==> src/rtl/brf_pkg.sv <==
`timescale 1ns/1ps
package brf_pkg;
  localparam int REG_W = 64;
  localparam int LANES = REG_W / 8;

  // word offsets of the control bank (byte addresses, 8-aligned)
  localparam int OFS_ID     = 'h000;
  localparam int OFS_MASK   = 'h008;
  localparam int OFS_EDGE   = 'h010;
  localparam int OFS_MSIEN  = 'h018;
  localparam int OFS_AUTO0  = 'h020;
  localparam int OFS_AUTO1  = 'h028;
  localparam int OFS_CLEAR  = 'h030;
  localparam int OFS_STATUS = 'h038;
  localparam int OFS_POL    = 'h040;

  typedef enum logic [3:0] {
    SEL_NONE, SEL_ID, SEL_MASK, SEL_EDGE, SEL_MSIEN, SEL_AUTO,
    SEL_CLEAR, SEL_STATUS, SEL_POL, SEL_VEC, SEL_RTE
  } sel_e;

  function automatic logic [REG_W-1:0] size_mask(input logic [3:0] nbytes);
    case (nbytes)
      4'd1:    size_mask = 64'h0000_0000_0000_00FF;
      4'd2:    size_mask = 64'h0000_0000_0000_FFFF;
      4'd4:    size_mask = 64'h0000_0000_FFFF_FFFF;
      4'd8:    size_mask = '1;
      default: size_mask = '0;
    endcase
  endfunction
endpackage

==> src/rtl/brf_lane.sv <==
`timescale 1ns/1ps
module brf_lane
  import brf_pkg::*;
(
  input  logic [2:0]       off,
  input  logic [3:0]       nbytes,
  input  logic [REG_W-1:0] wdata,
  input  logic [REG_W-1:0] rword,
  output logic             size_ok,
  output logic [REG_W-1:0] lane_mask,
  output logic [REG_W-1:0] wdata_sh,
  output logic [REG_W-1:0] rdata_sh
);
  logic [REG_W-1:0] smask;
  logic [5:0]       sh;

  assign smask = size_mask(nbytes);
  assign sh    = {off, 3'b000};

  // size must be legal and naturally aligned within the word
  always_comb begin
    case (nbytes)
      4'd1:    size_ok = 1'b1;
      4'd2:    size_ok = (off[0] == 1'b0);
      4'd4:    size_ok = (off[1:0] == 2'b00);
      4'd8:    size_ok = (off == 3'b000);
      default: size_ok = 1'b0;
    endcase
  end

  assign lane_mask = smask << sh;
  assign wdata_sh  = (wdata & smask) << sh;
  assign rdata_sh  = (rword >> sh) & smask;
endmodule

==> src/rtl/brf_decode.sv <==
`timescale 1ns/1ps
module brf_decode
  import brf_pkg::*;
#(
  parameter int ADDR_W    = 12,
  parameter int TBL_BYTES = 64,
  parameter int VEC_BASE  = 'h100,
  parameter int RTE_BASE  = 'h200,
  parameter int IDX_W     = 3
)(
  input  logic [ADDR_W-1:0] word_addr,
  output sel_e              sel,
  output logic [IDX_W-1:0]  vec_idx,
  output logic [IDX_W-1:0]  rte_idx
);
  logic [ADDR_W-1:0] vofs, rofs;
  logic              in_vec, in_rte;

  assign vofs   = word_addr - ADDR_W'(VEC_BASE);
  assign rofs   = word_addr - ADDR_W'(RTE_BASE);
  assign in_vec = (word_addr >= ADDR_W'(VEC_BASE)) && (vofs < ADDR_W'(TBL_BYTES));
  assign in_rte = (word_addr >= ADDR_W'(RTE_BASE)) && (rofs < ADDR_W'(TBL_BYTES));
  assign vec_idx = vofs[IDX_W+2:3];
  assign rte_idx = rofs[IDX_W+2:3];

  always_comb begin
    sel = SEL_NONE;
    if      (word_addr == ADDR_W'(OFS_ID))     sel = SEL_ID;
    else if (word_addr == ADDR_W'(OFS_MASK))   sel = SEL_MASK;
    else if (word_addr == ADDR_W'(OFS_EDGE))   sel = SEL_EDGE;
    else if (word_addr == ADDR_W'(OFS_MSIEN))  sel = SEL_MSIEN;
    else if (word_addr == ADDR_W'(OFS_AUTO0))  sel = SEL_AUTO;
    else if (word_addr == ADDR_W'(OFS_AUTO1))  sel = SEL_AUTO;
    else if (word_addr == ADDR_W'(OFS_CLEAR))  sel = SEL_CLEAR;
    else if (word_addr == ADDR_W'(OFS_STATUS)) sel = SEL_STATUS;
    else if (word_addr == ADDR_W'(OFS_POL))    sel = SEL_POL;
    else if (in_vec)                           sel = SEL_VEC;
    else if (in_rte)                           sel = SEL_RTE;
  end
endmodule

==> src/rtl/brf_btable.sv <==
`timescale 1ns/1ps
module brf_btable
  import brf_pkg::*;
#(
  parameter int WORDS = 8,
  parameter int IDX_W = 3,
  parameter int SRC_W = 6
)(
  input  logic             clk,
  input  logic             we,
  input  logic [IDX_W-1:0] idx,
  input  logic [LANES-1:0] be,
  input  logic [REG_W-1:0] wdata,
  output logic [REG_W-1:0] rword,
  input  logic [SRC_W-1:0] lk_idx,
  output logic [7:0]       lk_byte
);
  logic [REG_W-1:0] mem [WORDS];

  // byte-enabled write, no reset, so it maps onto RAM
  always_ff @(posedge clk) begin
    if (we) begin
      for (int b = 0; b < LANES; b++) begin
        if (be[b]) mem[idx][b*8 +: 8] <= wdata[b*8 +: 8];
      end
    end
  end

  assign rword = mem[idx];

  always_ff @(posedge clk) begin
    lk_byte <= mem[lk_idx[SRC_W-1:3]][{lk_idx[2:0], 3'b000} +: 8];
  end
endmodule

==> src/rtl/brf_ctl.sv <==
`timescale 1ns/1ps
module brf_ctl
  import brf_pkg::*;
(
  input  logic             clk,
  input  logic             rst,
  input  logic             wr_ok,
  input  sel_e             sel,
  input  logic [REG_W-1:0] lane_mask,
  input  logic [REG_W-1:0] wdata_sh,
  output logic [REG_W-1:0] mask_q,
  output logic [REG_W-1:0] edge_q,
  output logic [REG_W-1:0] msien_q,
  output logic [REG_W-1:0] pol_q,
  output logic             chg_valid,
  output logic [REG_W-1:0] chg_old,
  output logic [REG_W-1:0] chg_new,
  output logic             clr_valid,
  output logic [REG_W-1:0] clr_bits
);
  localparam int NREG = 4;
  localparam sel_e SLOT [NREG] = '{SEL_MASK, SEL_EDGE, SEL_MSIEN, SEL_POL};

  logic [REG_W-1:0] regs   [NREG];
  logic [REG_W-1:0] merged [NREG];

  for (genvar g = 0; g < NREG; g++) begin : g_reg
    assign merged[g] = (regs[g] & ~lane_mask) | (wdata_sh & lane_mask);
    always_ff @(posedge clk) begin
      if (rst)                          regs[g] <= '0;
      else if (wr_ok && sel == SLOT[g]) regs[g] <= merged[g];
    end
  end

  assign mask_q  = regs[0];
  assign edge_q  = regs[1];
  assign msien_q = regs[2];
  assign pol_q   = regs[3];

  always_ff @(posedge clk) begin
    if (rst) begin
      chg_valid <= 1'b0;
      chg_old   <= '0;
      chg_new   <= '0;
      clr_valid <= 1'b0;
      clr_bits  <= '0;
    end else begin
      chg_valid <= wr_ok && sel == SEL_MASK;
      clr_valid <= wr_ok && sel == SEL_CLEAR;
      if (wr_ok && sel == SEL_MASK) begin
        chg_old <= regs[0];
        chg_new <= merged[0];
      end
      if (wr_ok && sel == SEL_CLEAR) clr_bits <= wdata_sh & lane_mask;
    end
  end
endmodule

==> src/rtl/bytelane_regfile.sv <==
`timescale 1ns/1ps
module bytelane_regfile
  import brf_pkg::*;
#(
  parameter int          ADDR_W   = 12,
  parameter int          NUM_SRC  = 64,
  parameter int          VEC_BASE = 'h100,
  parameter int          RTE_BASE = 'h200,
  parameter logic [63:0] ID_VALUE = 64'h0A0B_0C0D_1020_3040,
  localparam int         SRC_W    = $clog2(NUM_SRC)
)(
  input  logic              clk,
  input  logic              rst,
  input  logic              req_valid,
  input  logic              req_write,
  input  logic [ADDR_W-1:0] req_addr,
  input  logic [3:0]        req_bytes,
  input  logic [63:0]       req_wdata,
  output logic              rsp_valid,
  output logic [63:0]       rsp_rdata,
  output logic              rsp_err,
  input  logic [63:0]       insvc,
  input  logic [SRC_W-1:0]  lk_idx,
  output logic [7:0]        lk_vec,
  output logic [7:0]        lk_route,
  output logic [63:0]       irq_mask,
  output logic [63:0]       irq_edge,
  output logic [63:0]       irq_pol,
  output logic [63:0]       irq_msi_en,
  output logic              mask_chg_valid,
  output logic [63:0]       mask_chg_old,
  output logic [63:0]       mask_chg_new,
  output logic              clr_valid,
  output logic [63:0]       clr_bits
);
  localparam int TBL_WORDS = NUM_SRC / LANES;
  localparam int IDX_W     = $clog2(TBL_WORDS);

  logic [ADDR_W-1:0] word_addr;
  sel_e              sel;
  logic [IDX_W-1:0]  vec_idx, rte_idx;
  logic              size_ok, acc_ok, wr_ok;
  logic [REG_W-1:0]  lane_mask, wdata_sh, rdata_sh, rword;
  logic [REG_W-1:0]  vec_word, rte_word;
  logic [LANES-1:0]  be;

  assign word_addr = {req_addr[ADDR_W-1:3], 3'b000};

  brf_decode #(
    .ADDR_W(ADDR_W), .TBL_BYTES(NUM_SRC), .VEC_BASE(VEC_BASE),
    .RTE_BASE(RTE_BASE), .IDX_W(IDX_W)
  ) i_dec (
    .word_addr(word_addr), .sel(sel), .vec_idx(vec_idx), .rte_idx(rte_idx)
  );

  brf_lane i_lane (
    .off(req_addr[2:0]), .nbytes(req_bytes), .wdata(req_wdata),
    .rword(rword), .size_ok(size_ok), .lane_mask(lane_mask),
    .wdata_sh(wdata_sh), .rdata_sh(rdata_sh)
  );

  assign acc_ok = size_ok && (sel != SEL_NONE);
  assign wr_ok  = req_valid && req_write && acc_ok;

  for (genvar b = 0; b < LANES; b++) begin : g_be
    assign be[b] = lane_mask[b*8];
  end

  brf_ctl i_ctl (
    .clk(clk), .rst(rst), .wr_ok(wr_ok), .sel(sel),
    .lane_mask(lane_mask), .wdata_sh(wdata_sh),
    .mask_q(irq_mask), .edge_q(irq_edge), .msien_q(irq_msi_en), .pol_q(irq_pol),
    .chg_valid(mask_chg_valid), .chg_old(mask_chg_old), .chg_new(mask_chg_new),
    .clr_valid(clr_valid), .clr_bits(clr_bits)
  );

  brf_btable #(.WORDS(TBL_WORDS), .IDX_W(IDX_W), .SRC_W(SRC_W)) i_vec (
    .clk(clk), .we(wr_ok && sel == SEL_VEC), .idx(vec_idx), .be(be),
    .wdata(wdata_sh), .rword(vec_word), .lk_idx(lk_idx), .lk_byte(lk_vec)
  );

  brf_btable #(.WORDS(TBL_WORDS), .IDX_W(IDX_W), .SRC_W(SRC_W)) i_rte (
    .clk(clk), .we(wr_ok && sel == SEL_RTE), .idx(rte_idx), .be(be),
    .wdata(wdata_sh), .rword(rte_word), .lk_idx(lk_idx), .lk_byte(lk_route)
  );

  // word-level read mux; side-effect words return computed or zero values
  always_comb begin
    case (sel)
      SEL_ID:     rword = ID_VALUE;
      SEL_MASK:   rword = irq_mask;
      SEL_EDGE:   rword = irq_edge;
      SEL_MSIEN:  rword = irq_msi_en;
      SEL_POL:    rword = irq_pol;
      SEL_STATUS: rword = insvc & ~irq_mask;
      SEL_VEC:    rword = vec_word;
      SEL_RTE:    rword = rte_word;
      default:    rword = '0;
    endcase
  end

  always_ff @(posedge clk) begin
    if (rst) begin
      rsp_valid <= 1'b0;
      rsp_err   <= 1'b0;
      rsp_rdata <= '0;
    end else begin
      rsp_valid <= req_valid;
      rsp_err   <= req_valid && !acc_ok;
      rsp_rdata <= (req_valid && !req_write && acc_ok) ? rdata_sh : '0;
    end
  end
endmodule

==> config.mk <==
export PLATFORM = sky130hd
export DESIGN_NAME = bytelane_regfile
export DESIGN_NICKNAME = d
export VERILOG_FILES = /design/src/rtl/brf_pkg.sv /design/src/rtl/brf_lane.sv /design/src/rtl/brf_decode.sv /design/src/rtl/brf_btable.sv /design/src/rtl/brf_ctl.sv /design/src/rtl/bytelane_regfile.sv
export SDC_FILE = /design/constraint.sdc
export NUM_CORES = 2
export LEC_CHECK = 0
export ABC_CLOCK_PERIOD_IN_PS = 4800
export BUFFER_PORTS_ARGS = -buffer_cell sky130_fd_sc_hd__buf_2
export CORE_UTILIZATION = 54
export DETAILED_ROUTE_END_ITERATION = 10
export PLACE_DENSITY = 0.74
export SYNTH_ARGS = -nofsm -noshare
export SYNTH_HDL_FRONTEND = slang
export SYNTH_SLANG_ARGS = --single-unit
export TNS_END_PERCENT = 10
==> constraint.sdc <==
create_clock -name clk -period 4.8 [get_ports clk]
set_clock_uncertainty 0.15 [all_clocks]
set_input_delay 0.24 -clock clk [delete_from_list [all_inputs] [get_ports clk]]
set_output_delay 0.24 -clock clk [all_outputs]
set_load 0.05 [all_outputs]
* Yosys cells after proc, flatten, opt, wreduce, memory -nomap -nowiden
Memory sizes are Yosys's and may differ from the RTL's. Index checks and enable logic that the tools add are counted.
Storage, ports and cells: output and inout port bits 532, memories 3, input bits 154, register bits 276, RAM bits 1280
Memory list:
- i_rte.mem | words 8, width 64, rd ports 2, clocked after memory_dff 0, write ports 1, line brf_btable.sv:18 | logic [REG_W-1:0] mem [WORDS];
- i_vec.mem | words 8, width 64, rd ports 2, clocked after memory_dff 0, write ports 1, line brf_btable.sv:18
- i_ctl.regs | words 4, width 64, rd ports 4, clocked after memory_dff 0, write ports 4, line brf_ctl.sv:24 | logic [REG_W-1:0] regs [NREG];
Cells by class: shifts and indexed selects 5, equal/unequal tests 21, $add $sub $neg 2, order comparisons 4, reductions and logical operators 22, mux-type cells 72, bitwise logic cells 20
Operator list (count):
- bitwise AND 64 bit | 8
- case mux 64 bit (8 select lines) | 1
- two-way mux 64 bit | 4
- bitwise OR 64 bit | 4
- case mux 64 bit (4 select lines) | 1
- NOT 64 bit | 2
- indexed part select 64 x 7 -> 8 bit | 2
- left shift 64 x 6 -> 64 bit | 2
- >> shifter 64 x 6 -> 64 bit | 1
- two-way mux 1 bit | 54
- two-way mux 4 bit | 11
- equality test 9 x 3 -> 1 bit (second input constant) | 4
- less-than comparator 12 x 7 -> 1 bit (second input constant) | 2
- equality test 9 x 2 -> 1 bit (second input constant) | 2
- equality test 4 x 3 -> 1 bit (second input constant) | 4
- equality test 4 bit (second input constant) | 4
- logical AND 1 bit | 15
- equality test 4 x 2 -> 1 bit (second input constant) | 3
- >= comparator 12 x 10 -> 1 bit (second input constant) | 1
- >= comparator 12 x 9 -> 1 bit (second input constant) | 1
- zero test 12 bit | 1
- subtractor 12 x 10 -> 12 bit (second input constant) | 1
- subtractor 12 x 9 -> 12 bit (second input constant) | 1
- equality test 9 x 1 -> 1 bit (second input constant) | 1
- 10 further kinds | 16

* Longest topological paths before layout
depth in word-level cells 22, mapped depth 14, gate-level depth less buffers 10

* By module
Synthesis repeated with hierarchy kept, for this count alone.
Second synthesis, totals: cell total of the unflattened synthesis 5432, area, all modules 72955.0 um^2
By module, submodules not included:
- brf_btable | instances 2, area each 22546.6 um^2, cells each 1304
- brf_ctl | instances 1, area each 17812.1 um^2, cells each 1455
- bytelane_regfile | instances 1, area each 5504.0 um^2, cells each 723
- brf_lane | instances 1, area each 4326.6 um^2, cells each 613
- brf_decode | instances 1, area each 219.0 um^2, cells each 33

* Least setup slack after synthesis
OpenSTA, ideal clock, no wires.
path type input to register, from input req_addr[9], to memory i_ctl.regs[3][0], enable pin, path slack -0.372 ns, path buffers 0, arrival time 4.523 ns, data required time 4.151 ns, stages on the path 8, library setup time 0.499 ns, cells stage by stage inv_1 ha_1 nand4bb_1 or2_1 o21a_1 a22oi_4 nand3_4 o21bai_1
RTL lines:
- from (decl) | line bytelane_regfile.sv:16 | input logic [ADDR_W-1:0] req_addr,
- to (decl) | line brf_ctl.sv:24

* Final worst setup path
from input req_addr[9], to register rsp_rdata[19]
Between the ends: longest elaborated chain between the ends 19
RTL lines:
- subtractor 12 x 10 -> 12 bit | line brf_decode.sv:20 | assign rofs = word_addr - ADDR_W'(RTE_BASE);
- less-than comparator 12 x 7 -> 1 bit | line brf_decode.sv:22 | assign in_rte = (word_addr >= ADDR_W'(RTE_BASE)) && (rofs < ADDR_W'(TBL_BYTES));
- logical AND 1 bit | line brf_decode.sv:22
- two-way mux 4 bit | line brf_decode.sv:38 | else if (in_rte) sel = SEL_RTE;
- two-way mux 4 bit | line brf_decode.sv:37 | else if (in_vec) sel = SEL_VEC;
- two-way mux 4 bit | line brf_decode.sv:36 | else if (word_addr == ADDR_W'(OFS_POL)) sel = SEL_POL;
- two-way mux 4 bit | line brf_decode.sv:35 | else if (word_addr == ADDR_W'(OFS_STATUS)) sel = SEL_STATUS;
- two-way mux 4 bit | line brf_decode.sv:34 | else if (word_addr == ADDR_W'(OFS_CLEAR)) sel = SEL_CLEAR;
- two-way mux 4 bit | line brf_decode.sv:33 | else if (word_addr == ADDR_W'(OFS_AUTO1)) sel = SEL_AUTO;
- two-way mux 4 bit | line brf_decode.sv:32 | else if (word_addr == ADDR_W'(OFS_AUTO0)) sel = SEL_AUTO;
- two-way mux 4 bit | line brf_decode.sv:31 | else if (word_addr == ADDR_W'(OFS_MSIEN)) sel = SEL_MSIEN;
- two-way mux 4 bit | line brf_decode.sv:30 | else if (word_addr == ADDR_W'(OFS_EDGE)) sel = SEL_EDGE;
- two-way mux 4 bit | line brf_decode.sv:29 | else if (word_addr == ADDR_W'(OFS_MASK)) sel = SEL_MASK;
- two-way mux 4 bit (*) | line brf_decode.sv:28 | if (word_addr == ADDR_W'(OFS_ID)) sel = SEL_ID;
- parallel branches: the longest is 5 deep, another holds case mux 64 bit (8 select lines)
- to (signal assigned) | line bytelane_regfile.sv:110 | rsp_rdata <= (req_valid && !req_write && acc_ok) ? rdata_sh : '0;
- to (decl) | line bytelane_regfile.sv:20 | output logic [63:0] rsp_rdata,
Every way passes the cells marked *. A chain may end at the register's enable or synchronous reset.

==> report_table.html <==
<table>
<tr><th>Metric</th><th>Value</th></tr>
<tr><th colspan="2">STA</th></tr>
<tr><td>Max-slew violation count</td><td>0</td></tr>
<tr><td>Count of final setup violators</td><td>0</td></tr>
<tr><td>Setup tns final</td><td>0 ns</td></tr>
<tr><td>Share of the clock period used by the worst path after layout</td><td>90.7%</td></tr>
<tr><td>Worst max-slew margin expressed relative to the limit</td><td>7.25%</td></tr>
<tr><td>Final Hold Viols</td><td>0</td></tr>
<tr><td>RSZ-0062 raised after global routing</td><td>false</td></tr>
<tr><td>Slew at the pin closest to its max-slew limit</td><td>1.39 ns</td></tr>
<tr><td>Final-layout worst hold slack</td><td>0.0475 ns</td></tr>
<tr><td>Min Clock Period, post-route</td><td>4.36 ns</td></tr>
<tr><td>Highest achievable clock rate</td><td>230 MHz</td></tr>
<tr><th colspan="2">Logic synthesis</th></tr>
<tr><td>Netlist area before placement</td><td>72200 um2</td></tr>
<tr><td>Count of cell types in the netlist</td><td>93</td></tr>
<tr><td>Nets in the synthesized netlist</td><td>4902</td></tr>
<tr><td>Fraction of the yosys area taken by sequential cells</td><td>60.9%</td></tr>
<tr><td>Share of synthesized registers carrying an async set or reset</td><td>0%</td></tr>
<tr><td>Count of mapped cells out of synthesis</td><td>4746</td></tr>
<tr><td>Synth Flop Type</td><td>sky130_fd_sc_hd__edfxtp_1</td></tr>
<tr><td>Per-instance average area after synthesis</td><td>15.2 um2</td></tr>
<tr><td>Count of yosys warnings during synthesis</td><td>0</td></tr>
<tr><td>Flop and latch count out of synthesis</td><td>1556</td></tr>
<tr><td>Number of enable-type register cells in the synthesized netlist</td><td>1280</td></tr>
<tr><th colspan="2">Die</th></tr>
<tr><td>Row cnt</td><td>133</td></tr>
<tr><td>Std-Cell Core Area</td><td>132000 um2</td></tr>
<tr><td>Starting density of the core</td><td>54.7%</td></tr>
<tr><td>Number of ports placed on the die boundary</td><td>686</td></tr>
<tr><td>Total Die Area</td><td>135000 um2</td></tr>
<tr><td>Horizontal die dimension</td><td>368 um</td></tr>
<tr><td>Die extent in y</td><td>368 um</td></tr>
<tr><th colspan="2">Run status</th></tr>
<tr><td>Outcome</td><td>finished with violations</td></tr>
<tr><td>Violated checks</td><td>DRC</td></tr>
<tr><th colspan="2">Critical path</th></tr>
<tr><td>Startpoint-to-endpoint class of the critical path</td><td>input port to register</td></tr>
<tr><td>Terminus of the critical flop-to-flop path</td><td>rsp_rdata[19]</td></tr>
<tr><td>Cell mode on critical path</td><td>sky130_fd_sc_hd__buf_4</td></tr>
<tr><td>CP arrival</td><td>4.92 ns</td></tr>
<tr><td>Worst setup slack for register-to-register paths</td><td>0.92 ns</td></tr>
<tr><td>Required time of the critical path</td><td>5.37 ns</td></tr>
<tr><td>Category of the worst setup path launch point</td><td>input port</td></tr>
<tr><td>Delay of the slowest cell on the worst path</td><td>0.72 ns</td></tr>
<tr><td>CP max FO</td><td>27</td></tr>
<tr><td>Type of destination of the critical path</td><td>register</td></tr>
<tr><td>Critical path cell sequence</td><td>buf_2, inv_1, ha_1, nor3b_4, or4_2, buf_4, o22a_1, nand4_1, a22oi_1, a221oi_1, buf_4</td></tr>
<tr><td>Cell class contributing the biggest share of worst-path delay</td><td>simple AND/OR/NAND/NOR gates</td></tr>
<tr><td>R2r startpoint</td><td>i_rte.mem[4][27]</td></tr>
<tr><td>Number of cells on the worst reg-to-reg path</td><td>7</td></tr>
<tr><td>CP bufs+invs</td><td>4</td></tr>
<tr><td>Critical-path top delay cell</td><td>sky130_fd_sc_hd__or4_2</td></tr>
<tr><th colspan="2">Layout</th></tr>
<tr><td>Non-filler cells, final</td><td>7495</td></tr>
<tr><td>Sequential cell area</td><td>44000 um2</td></tr>
<tr><td>Area of combinational cells with multiple inputs</td><td>26300 um2</td></tr>
<tr><td>Post-synthesis to final-layout area growth</td><td>17.7%</td></tr>
<tr><td>Proportion of layout cells with a drive suffix above 1</td><td>35.3%</td></tr>
<tr><td>Count of filler cells inserted in the layout</td><td>9441</td></tr>
<tr><td>Final instance area</td><td>85000 um2</td></tr>
<tr><td>Final net count</td><td>5733</td></tr>
<tr><th colspan="2">Clock network</th></tr>
<tr><td>CTS tree</td><td>done</td></tr>
<tr><td>Deepest level of the CTS H-tree</td><td>4</td></tr>
<tr><td>Latest clock arrival within the worst-skew pair</td><td>0.86 ns</td></tr>
<tr><td>Library cell used as clock root buffer</td><td>sky130_fd_sc_hd__clkbuf_16</td></tr>
<tr><td>Clock tree sinks</td><td>1556</td></tr>
<tr><td>TritonCTS Buffers</td><td>162</td></tr>
<tr><td>Buffer depth of the longest clock path</td><td>3</td></tr>
<tr><td>Post-CTS setup buffers</td><td>0</td></tr>
<tr><td># resized after CTS</td><td>0</td></tr>
<tr><td>Hold bufs inserted after CTS</td><td>16</td></tr>
<tr><td>Clock-pin slew on the worst setup and hold paths</td><td>0.06 ns</td></tr>
<tr><th colspan="2">Detailed routing</th></tr>
<tr><td>Via count of the routed design</td><td>56100</td></tr>
<tr><td>Antenna violation net count after detailed routing</td><td>0</td></tr>
<tr><td>Wire length per cell after detailed routing</td><td>43.5 um</td></tr>
<tr><td>Number of design rule violations left after detail routing</td><td>3</td></tr>
<tr><td>Final wirelength</td><td>326000 um</td></tr>
<tr><td>Via density</td><td>7.48</td></tr>
<tr><td>Number of detailed-route iterations in the first pass</td><td>11</td></tr>
<tr><td>First-iteration detailed-routing DRC count</td><td>10900</td></tr>
<tr><th colspan="2">Global route</th></tr>
<tr><td>Remaining global-route overflow</td><td>0</td></tr>
<tr><td>Global-route wire length before repair</td><td>435000 um</td></tr>
<tr><td>Initial antenna violation count</td><td>55</td></tr>
<tr><td>Vias in the first global route</td><td>51400</td></tr>
<tr><td>Pin count of the biggest net entering global routing</td><td>129</td></tr>
<tr><td>Total track usage</td><td>47.7%</td></tr>
<tr><th colspan="2">Min path</th></tr>
<tr><td>Hold Path Stages</td><td>2</td></tr>
<tr><td>Worst Hold Launch</td><td>req_valid</td></tr>
<tr><td>Worst min-delay path class</td><td>input port to register</td></tr>
<tr><td>Endpoint of the worst hold path</td><td>i_ctl.regs[2][40]</td></tr>
<tr><th colspan="2">Power</th></tr>
<tr><td>LEAKAGE</td><td>28.3 nW</td></tr>
<tr><td>Power density relative to cell area</td><td>358 nW/um2</td></tr>
<tr><td>Total power after layout</td><td>30.4 mW</td></tr>
<tr><td>Peak supply drop</td><td>0.296 mV</td></tr>
<tr><th colspan="2">Placed design</th></tr>
<tr><td>Dpl cells</td><td>7152</td></tr>
<tr><td>RePlAce Congestion</td><td>1.07</td></tr>
<tr><td>Detailed placement HPWL</td><td>238000 um</td></tr>
<tr><td>Total placed instance area</td><td>79300 um2</td></tr>
<tr><td>IO Port Bufs</td><td>685</td></tr>
<tr><th colspan="2">Flow run</th></tr>
<tr><td>Count of maximum capacitance violations</td><td>0</td></tr>
</table>
layer usage:
metal | vias up | global-route usage [%] | share of wire (%)
met2 | 5977 | 66.4 | 41
met4 | 32 | 37.1 | 10
li1 | 20700 | - | -
met3 | 1354 | 19.1 | 17
met5 | - | 0 | 0.070
met1 | 28000 | 59.3 | 32
cell type report:
type	instances	area share, %
clock inverter	85	1.14
sequential	1556	51.7
inverter	81	0.361
clock buffer	212	5.32
antenna	30	0.0883
timing repair buffer	1054	7.82
multi-input combinational	2722	31.0
tap	1755	2.58
per-stage QoR:
| stage | worst slack [ns] | util [%] |
|---|---|---|
| after CTS | 0.963 | 64.3 |
| after floorplan | 0.997 | - |
| after detailed placement | 0.163 | 60.0 |
| final | 0.445 | 64.3 |
| after global routing | 0.783 | 64.3 |
| after global placement | -1.02 | 60.0 |
synth_stat cells, types with 26 or more instances:
master / count / area [um2]
sky130_fd_sc_hd__edfxtp_1: 1280 / 38400
sky130_fd_sc_hd__mux4_2: 587 / 13200
sky130_fd_sc_hd__nor2_1: 407 / 1530
sky130_fd_sc_hd__a21oi_1: 347 / 1740
sky130_fd_sc_hd__nand2_1: 317 / 1190
sky130_fd_sc_hd__dfxtp_1: 276 / 5530
sky130_fd_sc_hd__clkbuf_1: 200 / 751
sky130_fd_sc_hd__mux2i_1: 157 / 1570
sky130_fd_sc_hd__buf_2: 86 / 430
sky130_fd_sc_hd__inv_1: 79 / 297
sky130_fd_sc_hd__a21o_1: 77 / 578
sky130_fd_sc_hd__o21ai_0: 72 / 360
sky130_fd_sc_hd__a22o_1: 66 / 578
sky130_fd_sc_hd__a211oi_1: 52 / 390
sky130_fd_sc_hd__a22oi_1: 49 / 368
sky130_fd_sc_hd__a21oi_2: 47 / 412
sky130_fd_sc_hd__nor3_1: 47 / 235
sky130_fd_sc_hd__buf_1: 44 / 165
sky130_fd_sc_hd__o22ai_1: 43 / 269
sky130_fd_sc_hd__buf_4: 37 / 278
sky130_fd_sc_hd__nand3_1: 34 / 170
sky130_fd_sc_hd__nor2b_1: 30 / 188
sky130_fd_sc_hd__nand2b_1: 26 / 163
worst max-delay path by stage:
| stage | to | startpoint | cells after the start | slack (ns) |
|---|---|---|---|---|
| finish | rsp_rdata[19] | req_addr[9] | 11 | 0.44 |
| CTS | i_rte.mem[6][49] | req_addr[0] | 9 | 0.96 |
| global route | i_rte.mem[6][16] | req_addr[0] | 11 | 0.78 |
| floorplan | i_ctl.regs[3][0] | req_addr[9] | 8 | 1.0 |
| global placement | rsp_rdata[13] | req_addr[9] | 11 | -1.02 |
| detailed placement | rsp_rdata[19] | req_addr[9] | 11 | 0.16 |
cells in the final DEF, fill, tap and decap left out, types with 78 or more instances in the layout:
cell                        netlist  layout
sky130_fd_sc_hd__edfxtp_1      1280    1280
sky130_fd_sc_hd__buf_2           86     678
sky130_fd_sc_hd__mux4_2         587     587
sky130_fd_sc_hd__nor2_1         407     405
sky130_fd_sc_hd__a21oi_1        347     346
sky130_fd_sc_hd__buf_4           37     326
sky130_fd_sc_hd__nand2_1        317     311
sky130_fd_sc_hd__dfxtp_1        276     276
sky130_fd_sc_hd__clkbuf_16        0     169
sky130_fd_sc_hd__mux2i_1        157     157
sky130_fd_sc_hd__inv_1           79      78
worst register-to-register path: stages, from the launching register on:
cell                       delay, ns
sky130_fd_sc_hd__edfxtp_1       0.39
sky130_fd_sc_hd__mux4_2         0.48
sky130_fd_sc_hd__mux2i_1        0.47
sky130_fd_sc_hd__o22a_1         0.60
sky130_fd_sc_hd__nand4_1        0.51
sky130_fd_sc_hd__a22oi_1        0.64
sky130_fd_sc_hd__a221oi_1       0.28
sky130_fd_sc_hd__buf_4          0.25
state kept, by name, indices dropped and copies added, names as in the netlist:
| signal | flops |
|---|---|
| i_ctl.chg_new | 64 |
| i_ctl.chg_old | 64 |
| i_ctl.chg_valid | 1 |
| i_ctl.clr_bits | 64 |
| i_ctl.clr_valid | 1 |
| i_ctl.regs | 256 |
| i_rte.lk_byte | 8 |
| i_rte.mem | 512 |
| i_vec.lk_byte | 8 |
| i_vec.mem | 512 |
| rsp_err | 1 |
| rsp_rdata | 64 |
| rsp_valid | 1 |
cells by family (layout without fill, tap and decap cells):
kind of cell               Yosys count  after routing  share of synthesized area (%)
AOI/OAI and AO/OA                  974            974                           9.16
xor gates and xnor gates             5              5                         0.0607
adders and majority gates            3              3                         0.0485
buffers and inverters              468           1432                           2.98
DFF                               1556           1556                           60.9
muxes                              766            766                           20.8
other                                0             30                              0
and+or+nand+nor                    974            974                           6.04
power breakdown:
part / total [mW] / internal [mW] / switching (mW)
logic: 2.47 / 0.680 / 1.79
registers: 14.8 / 14.6 / 0.152
clock network: 13.1 / 7.58 / 5.56
total: 30.4 / 22.9 / 7.51
(Power assumes the default switching activity.)
